`config.mk`:
```
export PLATFORM = sky130hd
export DESIGN_NAME = kbd_cmd_responder
export DESIGN_NICKNAME = d
export VERILOG_FILES = /design/src/rtl/kbd_resp_pkg.sv /design/src/rtl/kbd_cmd_decoder.sv /design/src/rtl/kbd_reply_fifo.sv /design/src/rtl/kbd_read_port.sv /design/src/rtl/kbd_cmd_responder.sv
export SDC_FILE = /design/constraint.sdc
export NUM_CORES = 1
export LEC_CHECK = 0
export BUFFER_PORTS_ARGS = -buffer_cell sky130_fd_sc_hd__buf_2
export CORE_MARGIN = 2
export CORE_UTILIZATION = 34
export CTS_CLUSTER_SIZE = 12
export DETAILED_ROUTE_END_ITERATION = 16
export MAX_ROUTING_LAYER = met4
export SYNTH_ARGS = -nofsm -noshare
export SYNTH_HDL_FRONTEND = slang
export SYNTH_SLANG_ARGS = --single-unit
```
`constraint.sdc`:
```
create_clock -name clk -period 4.9 [get_ports clk]
set_input_delay 0.98 -clock clk [delete_from_list [all_inputs] [get_ports clk]]
set_output_delay 0.98 -clock clk [all_outputs]
set_load 0.05 [all_outputs]
```
`src/rtl/kbd_resp_pkg.sv`:
```
package kbd_resp_pkg;

  localparam logic [7:0] CMD_RESET    = 8'h01;
  localparam logic [7:0] CMD_LAYOUT_A = 8'h07;
  localparam logic [7:0] CMD_LAYOUT_B = 8'h0F;
  localparam logic [7:0] CMD_LEDSET   = 8'h0E;

  localparam int unsigned BURST_MAX = 3;
  localparam int unsigned LEN_W     = 2;

  typedef enum logic [1:0] {
    ACT_NONE   = 2'd0,
    ACT_RESET  = 2'd1,
    ACT_LAYOUT = 2'd2,
    ACT_LEDSET = 2'd3
  } kbd_act_e;

  function automatic kbd_act_e decode_cmd(input logic [7:0] b);
    case (b)
      CMD_RESET:                  return ACT_RESET;
      CMD_LAYOUT_A, CMD_LAYOUT_B: return ACT_LAYOUT;
      CMD_LEDSET:                 return ACT_LEDSET;
      default:                    return ACT_NONE;
    endcase
  endfunction

  function automatic logic [LEN_W-1:0] burst_len(input kbd_act_e a);
    case (a)
      ACT_RESET:  return LEN_W'(3);
      ACT_LAYOUT: return LEN_W'(2);
      default:    return LEN_W'(0);
    endcase
  endfunction

  function automatic logic [7:0] burst_byte(input kbd_act_e a, input int unsigned idx);
    if (a == ACT_RESET) begin
      case (idx)
        0:       return 8'hFF;
        1:       return 8'h04;
        2:       return 8'h7F;
        default: return 8'h00;
      endcase
    end else if (a == ACT_LAYOUT) begin
      case (idx)
        0:       return 8'hFE;
        default: return 8'h00;
      endcase
    end
    return 8'h00;
  endfunction

  function automatic int unsigned wrap_add(input int unsigned p, input int unsigned k,
                                           input int unsigned depth);
    return (p + k) % depth;
  endfunction

endpackage

```
`src/rtl/kbd_cmd_decoder.sv`:
```
module kbd_cmd_decoder
  import kbd_resp_pkg::*;
(
  input  logic                          clk,
  input  logic                          rst_n,
  input  logic                          tx_en,
  input  logic                          cmd_valid,
  input  logic [7:0]                    cmd_byte,
  output logic                          load_go,
  output logic [LEN_W-1:0]              load_len,
  output logic [BURST_MAX-1:0][7:0]     load_bytes,
  output logic [7:0]                    led_state,
  output logic                          led_mode
);

  logic     accepted;
  logic     capture_now;
  kbd_act_e act;

  assign accepted    = cmd_valid && tx_en;
  assign capture_now = accepted && led_mode;
  assign act         = decode_cmd(cmd_byte);

  assign load_go  = accepted && !led_mode && (act == ACT_RESET || act == ACT_LAYOUT);
  assign load_len = burst_len(act);

  for (genvar g = 0; g < BURST_MAX; g++) begin : g_bytes
    assign load_bytes[g] = burst_byte(act, g);
  end

  always_ff @(posedge clk) begin
    if (!rst_n) begin
      led_mode  <= 1'b0;
      led_state <= 8'h00;
    end else if (capture_now) begin
      led_state <= cmd_byte;
      led_mode  <= 1'b0;
    end else if (accepted && act == ACT_LEDSET) begin
      led_mode <= 1'b1;
    end
  end

  a_r4_capture_once: assert property (@(posedge clk) disable iff (!rst_n)
    (led_mode && cmd_valid && tx_en) |=> (!led_mode && led_state == $past(cmd_byte)));

  a_r4_no_decode_in_capture: assert property (@(posedge clk) disable iff (!rst_n)
    led_mode |-> !load_go);

  a_r6_disabled_no_change: assert property (@(posedge clk) disable iff (!rst_n)
    !tx_en |=> ($stable(led_state) && $stable(led_mode)));

endmodule

```
`src/rtl/kbd_reply_fifo.sv`:
```
module kbd_reply_fifo
  import kbd_resp_pkg::*;
#(
  parameter int unsigned DEPTH = 16
) (
  input  logic                      clk,
  input  logic                      rst_n,
  input  logic                      load_go,
  input  logic [LEN_W-1:0]          load_len,
  input  logic [BURST_MAX-1:0][7:0] load_bytes,
  input  logic                      pop_req,
  output logic [7:0]                head,
  output logic                      empty
);

  localparam int unsigned PW = (DEPTH > 1) ? $clog2(DEPTH) : 1;
  localparam int unsigned CW = $clog2(DEPTH + 1);

  logic [7:0]    mem [DEPTH];
  logic [PW-1:0] rptr;
  logic [CW-1:0] count;
  logic [CW-1:0] store_n;
  logic          pop_fire;
  logic          slot_en   [BURST_MAX];
  logic [PW-1:0] slot_addr [BURST_MAX];

  assign store_n  = (32'(load_len) > DEPTH) ? CW'(DEPTH) : CW'(load_len);
  assign pop_fire = pop_req && !load_go && (count != '0);

  for (genvar g = 0; g < BURST_MAX; g++) begin : g_slot
    assign slot_en[g]   = load_go && (32'(store_n) > g);
    assign slot_addr[g] = PW'(wrap_add(32'(rptr), g, DEPTH));
  end

  always_ff @(posedge clk) begin
    for (int s = 0; s < BURST_MAX; s++) begin
      if (slot_en[s]) mem[slot_addr[s]] <= load_bytes[s];
    end
  end

  always_ff @(posedge clk) begin
    if (!rst_n) begin
      rptr  <= '0;
      count <= '0;
    end else if (load_go) begin
      count <= store_n;
    end else if (pop_fire) begin
      rptr  <= PW'(wrap_add(32'(rptr), 1, DEPTH));
      count <= count - CW'(1);
    end
  end

  assign empty = (count == '0);
  assign head  = empty ? 8'h00 : mem[rptr];

  a_r9_count_bounded: assert property (@(posedge clk) disable iff (!rst_n)
    count <= CW'(DEPTH));

  a_r2_load_replaces: assert property (@(posedge clk) disable iff (!rst_n)
    load_go |=> (count == $past(store_n)));

  a_r7_pop_shrinks: assert property (@(posedge clk) disable iff (!rst_n)
    (pop_req && !load_go && !empty) |=> (count == $past(count) - CW'(1)));

  a_r8_empty_pop_holds: assert property (@(posedge clk) disable iff (!rst_n)
    (pop_req && empty && !load_go) |=> (empty && $stable(rptr)));

  a_r10_load_beats_pop: assert property (@(posedge clk) disable iff (!rst_n)
    (load_go && pop_req) |=> $stable(rptr));

endmodule

```
`src/rtl/kbd_read_port.sv`:
```
module kbd_read_port (
  input  logic       clk,
  input  logic       rst_n,
  input  logic       rd_strobe,
  input  logic [7:0] head,
  input  logic       empty,
  output logic [7:0] rd_byte
);

  always_ff @(posedge clk) begin
    if (!rst_n)         rd_byte <= 8'h00;
    else if (rd_strobe) rd_byte <= empty ? 8'h00 : head;
  end

  a_r8_empty_reads_zero: assert property (@(posedge clk) disable iff (!rst_n)
    (rd_strobe && empty) |=> (rd_byte == 8'h00));

  a_r7_idle_holds: assert property (@(posedge clk) disable iff (!rst_n)
    !rd_strobe |=> $stable(rd_byte));

endmodule

```
`src/rtl/kbd_cmd_responder.sv`:
```
module kbd_cmd_responder
  import kbd_resp_pkg::*;
#(
  parameter int unsigned DEPTH = 16
) (
  input  logic       clk,
  input  logic       rst_n,
  input  logic       tx_en,
  input  logic       cmd_valid,
  input  logic [7:0] cmd_byte,
  input  logic       rd_strobe,
  output logic [7:0] rd_byte,
  output logic       rx_avail,
  output logic [7:0] led_state
);

  logic                      load_go;
  logic [LEN_W-1:0]          load_len;
  logic [BURST_MAX-1:0][7:0] load_bytes;
  logic                      led_mode;
  logic [7:0]                head;
  logic                      empty;

  kbd_cmd_decoder u_dec (
    .clk       (clk),
    .rst_n     (rst_n),
    .tx_en     (tx_en),
    .cmd_valid (cmd_valid),
    .cmd_byte  (cmd_byte),
    .load_go   (load_go),
    .load_len  (load_len),
    .load_bytes(load_bytes),
    .led_state (led_state),
    .led_mode  (led_mode)
  );

  kbd_reply_fifo #(.DEPTH(DEPTH)) u_fifo (
    .clk       (clk),
    .rst_n     (rst_n),
    .load_go   (load_go),
    .load_len  (load_len),
    .load_bytes(load_bytes),
    .pop_req   (rd_strobe),
    .head      (head),
    .empty     (empty)
  );

  kbd_read_port u_rd (
    .clk      (clk),
    .rst_n    (rst_n),
    .rd_strobe(rd_strobe),
    .head     (head),
    .empty    (empty),
    .rd_byte  (rd_byte)
  );

  assign rx_avail = !empty;

  a_r6_ignored_no_avail: assert property (@(posedge clk) disable iff (!rst_n)
    (!rx_avail && !(cmd_valid && tx_en)) |=> !rx_avail);

endmodule

```
==> metrics.cfg, run 1 <==
[outcome]
status = completed

[clock_tree]
cts_tree = built
numClockSinks = 90
post_cts_buffers = 0
clockBufferDepth = 2
worstSkewPairLatency_ns = 0.35
path_clk_slew_ns = 0.06
hold_buffers = 0
cts_buffers = 9
cts_resized = 0
htreeDepth = 3
clock-root-buffer = clkbuf_16

[global_route]
antenna_found_initial = 0
overflow = 0
grt_pass1_wl_um = 18500
grt_max_degree = 27
gr-usage-all-layers_pct = 17.3
first_global_vias = 3366

[setup_path]
reg2reg_depth = 5
worstPathRequired_ns = 4.96
rrSetupSlack_ns = 2.35
rr_startpoint = u_fifo.rptr[2]$_SDFFE_PN0P_
end_kind = flop
cp_slowest_cell = or4b_2
critPathMaxFanout = 18
worstSetupPathType = in2reg
critical-path-top-delay-family = simple AND/OR/NAND/NOR gates
worstPathArrival_ns = 3.89
cp-start-kind = input port
worstPathCellList = buf_2, or4b_2, a21oi_1, ha_1, and4bb_2, nand2_1, nor3_1, or2b_1
critical_path.max_stage_delay_ns = 0.66
rr_endpoint = u_fifo.mem[9][0]$_DFFE_PP_
worst-path-buf-inv = 1

[power]
p_leak_nw = 2.05
p_per_area_nw_per_um2 = 384
peakVddDrop_uv = 301

[min_path]
hp-start = u_fifo.mem[1][7]$_SDFFE_PP0P_
holdPathEnd = u_fifo.mem[1][7]$_SDFFE_PP0P_
min_path_cells = 2
hold_path_class = reg2reg

[floorplan]
row_count = 43
die_h_um = 122
pin_count = 30
die_area_sq_um = 15000
core_sq_um = 13800
die_w_um = 122
start_util_pct = 34.6

[synth]
syn_avg_cell_area_sq_um = 10.5
synth-xor-area-share_pct = 1.84
synth-simple-area-share_pct = 17.6
postSynth.asyncResetShare_pct = 0
synth_cells = 454
synth-seq-area-share_pct = 47.9
yosys.area.top_type_share_pct = 30.2
synth_top_family_by_area = simple AND/OR/NAND/NOR gates
synthAdderAreaFrac_pct = 2.89
synth_edf_count = 48
yosys.area.top_type = edfxtp_1
yosysWarnings = 0
synth_fp_nets = 478
synth-seq-cells = 90
synth_compound_area_share_pct = 13.1
synth_area_leaders = edfxtp_1 (30%), dfxtp_1 (18%), mux2i_1 (7.6%)
synth_ff_type = edfxtp_1
synth_cell_types = 59
muxShareOfSynthArea_pct = 12.1
syn-cell-area_sq_um = 4770

[final_layout]
area_growth_syn_to_layout_pct = 12.1
post-route-util_pct = 38.8
final_cell_mix = edfxtp_1 (48), dfxtp_1 (42), mux2i_1 (36), nor2_1 (35), nand2_1 (32)
num_antenna_cells = 0
final_common_cell = edfxtp_1
drive_gt1_share_pct = 15.9
layout.nets = 496
fill_cells = 1399

[detailed_routing]
drc_errors = 0
antenna_left = 0
vias = 3572
dr.pass1.iters = 5
detail_route.iter0.violations = 314
wl_per_cell_um = 18.3
drt_wl_total_um = 12000
post_drt_via_cell_ratio = 5.44

[timing]
rsz0062_at_grt = no
hold_violations = 0
slew_violations = 0
finClkSkew_ns = 0.00647
fmax_mhz = 261
slew_headroom_pct = 37.6
min_period_ns = 3.84
fin_crit_sh_pct = 78.3
fin_setup_tns_ns = 0
worst_pin_slew_ns = 0.934
setup_viol = 0

[flow_run]
max_cap_violations = 0

[place]
dpl.hpwl_um = 8840
gp_congestion = 0.933
port_buffers = 29

==> logic make-up (layout without fill, tap and decap cells) <==
family | count (synthesis) | count (layout)
AND/OR/NAND/NOR | 157 | 157
AO/OA/AOI/OAI | 91 | 91
flip-flops | 90 | 90
buffers and inverters | 48 | 71
multiplexers | 47 | 47
adder cells (fa/ha/maj) | 11 | 11
XOR/XNOR | 10 | 10
==> sequential cells by signal, indices dropped and copies added, names as in the netlist, named ones only <==
signal and count:
u_rd.rd_byte 4, u_fifo.rptr 4, u_dec.led_mode 1, u_dec.led_state 8, u_fifo.mem 64, u_fifo.count 5
==> area by class of cell <==
class                           count  area [sq um]  share of cell area [%]
Timing Repair Buffer               32           168                    3.14
Tap cell                          180           225                    4.21
Clock buffer                       12           246                    4.61
Multi-Input combinational cell    316          2260                    42.3
Clock inverter                      4          75.1                    1.40
Inverter                           23          86.3                    1.61
Sequential cell                    90          2280                    42.7
==> cells in the mapped netlist, types with 5 or more instances <==
master    number
buf_4          7
nor2_1        35
clkbuf_1      10
nor3_1         9
xor2_1         6
o21ai_0        5
inv_1         21
a21oi_1       26
buf_2          7
nand4_1        9
edfxtp_1      48
dfxtp_1       42
o22ai_1       19
o21a_1         6
mux4_2         8
nand3_1       22
nand2_1       32
ha_1          11
a22oi_1        8
nand2b_1      15
mux2i_1       36
o22ai_2        6
==> layer usage <==
| layer | global-route usage [%] | routed length, um |
|---|---|---|
| met5 | - | 0 |
| met3 | 4.28 | 782 |
| met2 | 27.0 | 5520 |
| met4 | 7.76 | 429 |
| met1 | 21.3 | 5270 |
==> power by group <==
part           internal (mW)  switching (mW)  leakage (nW)
Combinational          0.122           0.309          1.10
Sequential             0.831          0.0413         0.805
Clock                  0.461           0.290         0.149
==> through the flow <==
step	hold WS, ns	instance area, sq um	cells	setup WS, ns	power, mW
after floorplan	0.422	4770	454	1.28	1.23
after global placement	0.431	5020	641	0.782	1.31
after detailed placement	0.439	5020	641	0.735	1.32
after CTS	0.449	5350	657	1.10	2.06
after global routing	0.466	5350	657	0.888	2.13
final	0.445	5350	657	1.06	2.05
==> worst register-to-register path, cell delays in order, from the launching register on <==
cell and delay [ns]:
dfxtp_1 0.62, ha_1 0.35, a21boi_1 0.17, o21ai_1 0.57
o22ai_1 0.30, nand2b_1 0.28
==> how the worst max path moves through the flow <==
stage	startpoint	endpoint	slack (ns)	cells after the start
2_1_floorplan	cmd_byte[1]	u_fifo.mem[14][2]$_DFFE_PP_	1.28	8
3_3_place_gp	cmd_byte[1]	u_fifo.mem[0][0]$_DFFE_PP_	0.78	8
3_5_place_dp	cmd_byte[1]	u_fifo.mem[0][5]$_DFFE_PP_	0.73	8
4_1_cts	cmd_byte[1]	u_fifo.mem[0][2]$_DFFE_PP_	1.10	8
5_1_grt	cmd_byte[1]	u_fifo.mem[0][2]$_DFFE_PP_	0.89	8
6_report	cmd_byte[1]	u_fifo.mem[0][2]$_DFFE_PP_	1.06	8
Power figures use the tool's default switching activity.
==> inputs of run 2 (changes only) <==
- clock period: 4.9 -> 3.53 ns (I/O delays scaled with it)
==> metrics.cfg, run 2 (synthesis gave the netlist of run 1 again) <==
[global_route]
grt_max_degree = 20
gr-usage-all-layers_pct = 18.4
overflow = 0
first_global_vias = 3723
grt_pass1_wl_um = 20000
antenna_found_initial = 0

[clock_tree]
numClockSinks = 90
cts_tree = built
cts_buffers = 9
clock-root-buffer = clkbuf_16
cts_resized = 0
htreeDepth = 3
path_clk_slew_ns = 0.06
post_cts_buffers = 0
worstSkewPairLatency_ns = 0.35
hold_buffers = 0
clockBufferDepth = 2

[floorplan]
die_area_sq_um = 15000
core_sq_um = 13800
start_util_pct = 34.6
die_h_um = 122
row_count = 43
die_w_um = 122
pin_count = 30

[detailed_routing]
vias = 3703
antenna_left = 0
wl_per_cell_um = 18.0
detail_route.iter0.violations = 330
post_drt_via_cell_ratio = 5.39
drt_wl_total_um = 12400
drc_errors = 0
dr.pass1.iters = 5

[flow_run]
max_cap_violations = 0

[final_layout]
multiInputGateArea_sq_um = 2260
largest_register_ffs = 64
fin_cells = 687
num_antenna_cells = 0
final_common_cell = edfxtp_1
layout.nets = 526
fill_cells = 1381
final_cell_mix = edfxtp_1 (48), dfxtp_1 (42), mux2i_1 (36), nor2_1 (35), buf_4 (33)
seqCellArea_sq_um = 2280
area_growth_syn_to_layout_pct = 16.7
drive_gt1_share_pct = 20.7

[power]
p_comb_share_pct = 21.0
share_seq_of_total_power_pct = 42.8
swShare_pct = 30.7
peakVddDrop_uv = 455
p_int_mw = 1.96
p_per_area_nw_per_um2 = 509
clockPowerShare_pct = 36.2
power_switching_uw = 868
p_leak_nw = 2.21
power_mw = 2.83

[timing]
fin_setup_tns_ns = 0
setup_viol = 0
rsz0062_at_grt = no
min_period_ns = 3.24
fmax_mhz = 308
finClkSkew_ns = 0.00390
slew_headroom_pct = 31.1
fin_crit_sh_pct = 91.9
worst_pin_slew_ns = 1.03
slew_violations = 0
hold_violations = 0

[setup_path]
worstSetupPathType = in2reg
critical_path.max_stage_delay_ns = 0.53
worstPathCellList = buf_2, or4_1, or2_2, ha_1, and4bb_2, nand2_1, nor3_1, buf_4, or2b_1
worstPathArrival_ns = 3.30
rr_endpoint = u_fifo.mem[13][2]$_DFFE_PP_
critPathMaxFanout = 10
cp-start-kind = input port
cp_slowest_cell = or4_1
reg2reg_depth = 6
worstPathRequired_ns = 3.59
rrSetupSlack_ns = 0.81
rr_startpoint = u_fifo.rptr[2]$_SDFFE_PN0P_
end_kind = flop

[place]
dp_cells = 671
port_buffers = 29
dpl.hpwl_um = 9270
gp_congestion = 0.975

[outcome]
status = completed

[min_path]
hp-start = u_fifo.mem[3][7]$_SDFFE_PP0P_
hold_path_class = reg2reg
holdPathEnd = u_fifo.mem[3][7]$_SDFFE_PP0P_
min_path_cells = 2

==> run 2: changes by cell type in the layout (fill, tap and decap cells not counted), sizes merged <==
cell | previous run | this run
clkinv | 2 | 3
buf | 32 | 62
clkbuf | 12 | 13
clkinvlp | 2 | 0
==> run 2: cell type report <==
type                            count  area share [%]
Clock buffer                       13            4.50
Inverter                           23            1.55
Clock inverter                      3            1.17
Tap cell                          180            4.05
Multi-Input combinational cell    316            40.7
Sequential cell                    90            41.0
Timing Repair Buffer               62            7.06
==> run 2: how the worst max path moves through the flow <==
stage,end,slack [ns],from
2_1_floorplan,u_fifo.mem[14][2]$_DFFE_PP_,0.19,cmd_byte[1]
3_3_place_gp,u_fifo.mem[0][2]$_DFFE_PP_,-0.02,cmd_byte[7]
3_5_place_dp,u_fifo.mem[0][2]$_DFFE_PP_,-0.05,cmd_byte[7]
4_1_cts,u_fifo.mem[0][2]$_DFFE_PP_,0.31,cmd_byte[7]
5_1_grt,u_fifo.mem[0][0]$_DFFE_PP_,0.15,cmd_byte[1]
6_report,u_fifo.mem[0][5]$_DFFE_PP_,0.29,cmd_byte[7]
==> run 2: layer usage <==
metal	GRT usage (%)	share of wire [%]
met1	22.8	44
met2	28.2	47
met3	5.30	7.5
met4	7.69	1.8
met5	-	0
==> run 2: worst max-delay path: cells and delay by family <==
family                   cells  cell delay, ns
AND/OR/NAND/NOR              6            1.99
buffers and inverters        2            0.29
adder cells (fa/ha/maj)      1            0.29
==> run 2: power groups by stage <==
stage | Combinational [mW] | Sequential (mW) | Clock, mW
global route | 0.647 | 1.22 | 1.08
detailed placement | 0.595 | 1.23 | 0
CTS | 0.597 | 1.21 | 1.03
global placement | 0.587 | 1.23 | 0
floorplan | 0.435 | 1.28 | 0
finish | 0.595 | 1.21 | 1.02
==> run 2: metrics by stage <==
step / worst slack (ns) / hold slack, ns / util [%] / area [sq um]
floorplan: 0.187 / 0.422 / - / 4770
global placement: -0.0231 / 0.431 / 38.1 / 5250
detailed placement: -0.0523 / 0.433 / 38.1 / 5250
CTS: 0.310 / 0.442 / 40.4 / 5570
global route: 0.147 / 0.465 / 40.4 / 5570
finish: 0.287 / 0.442 / 40.4 / 5570
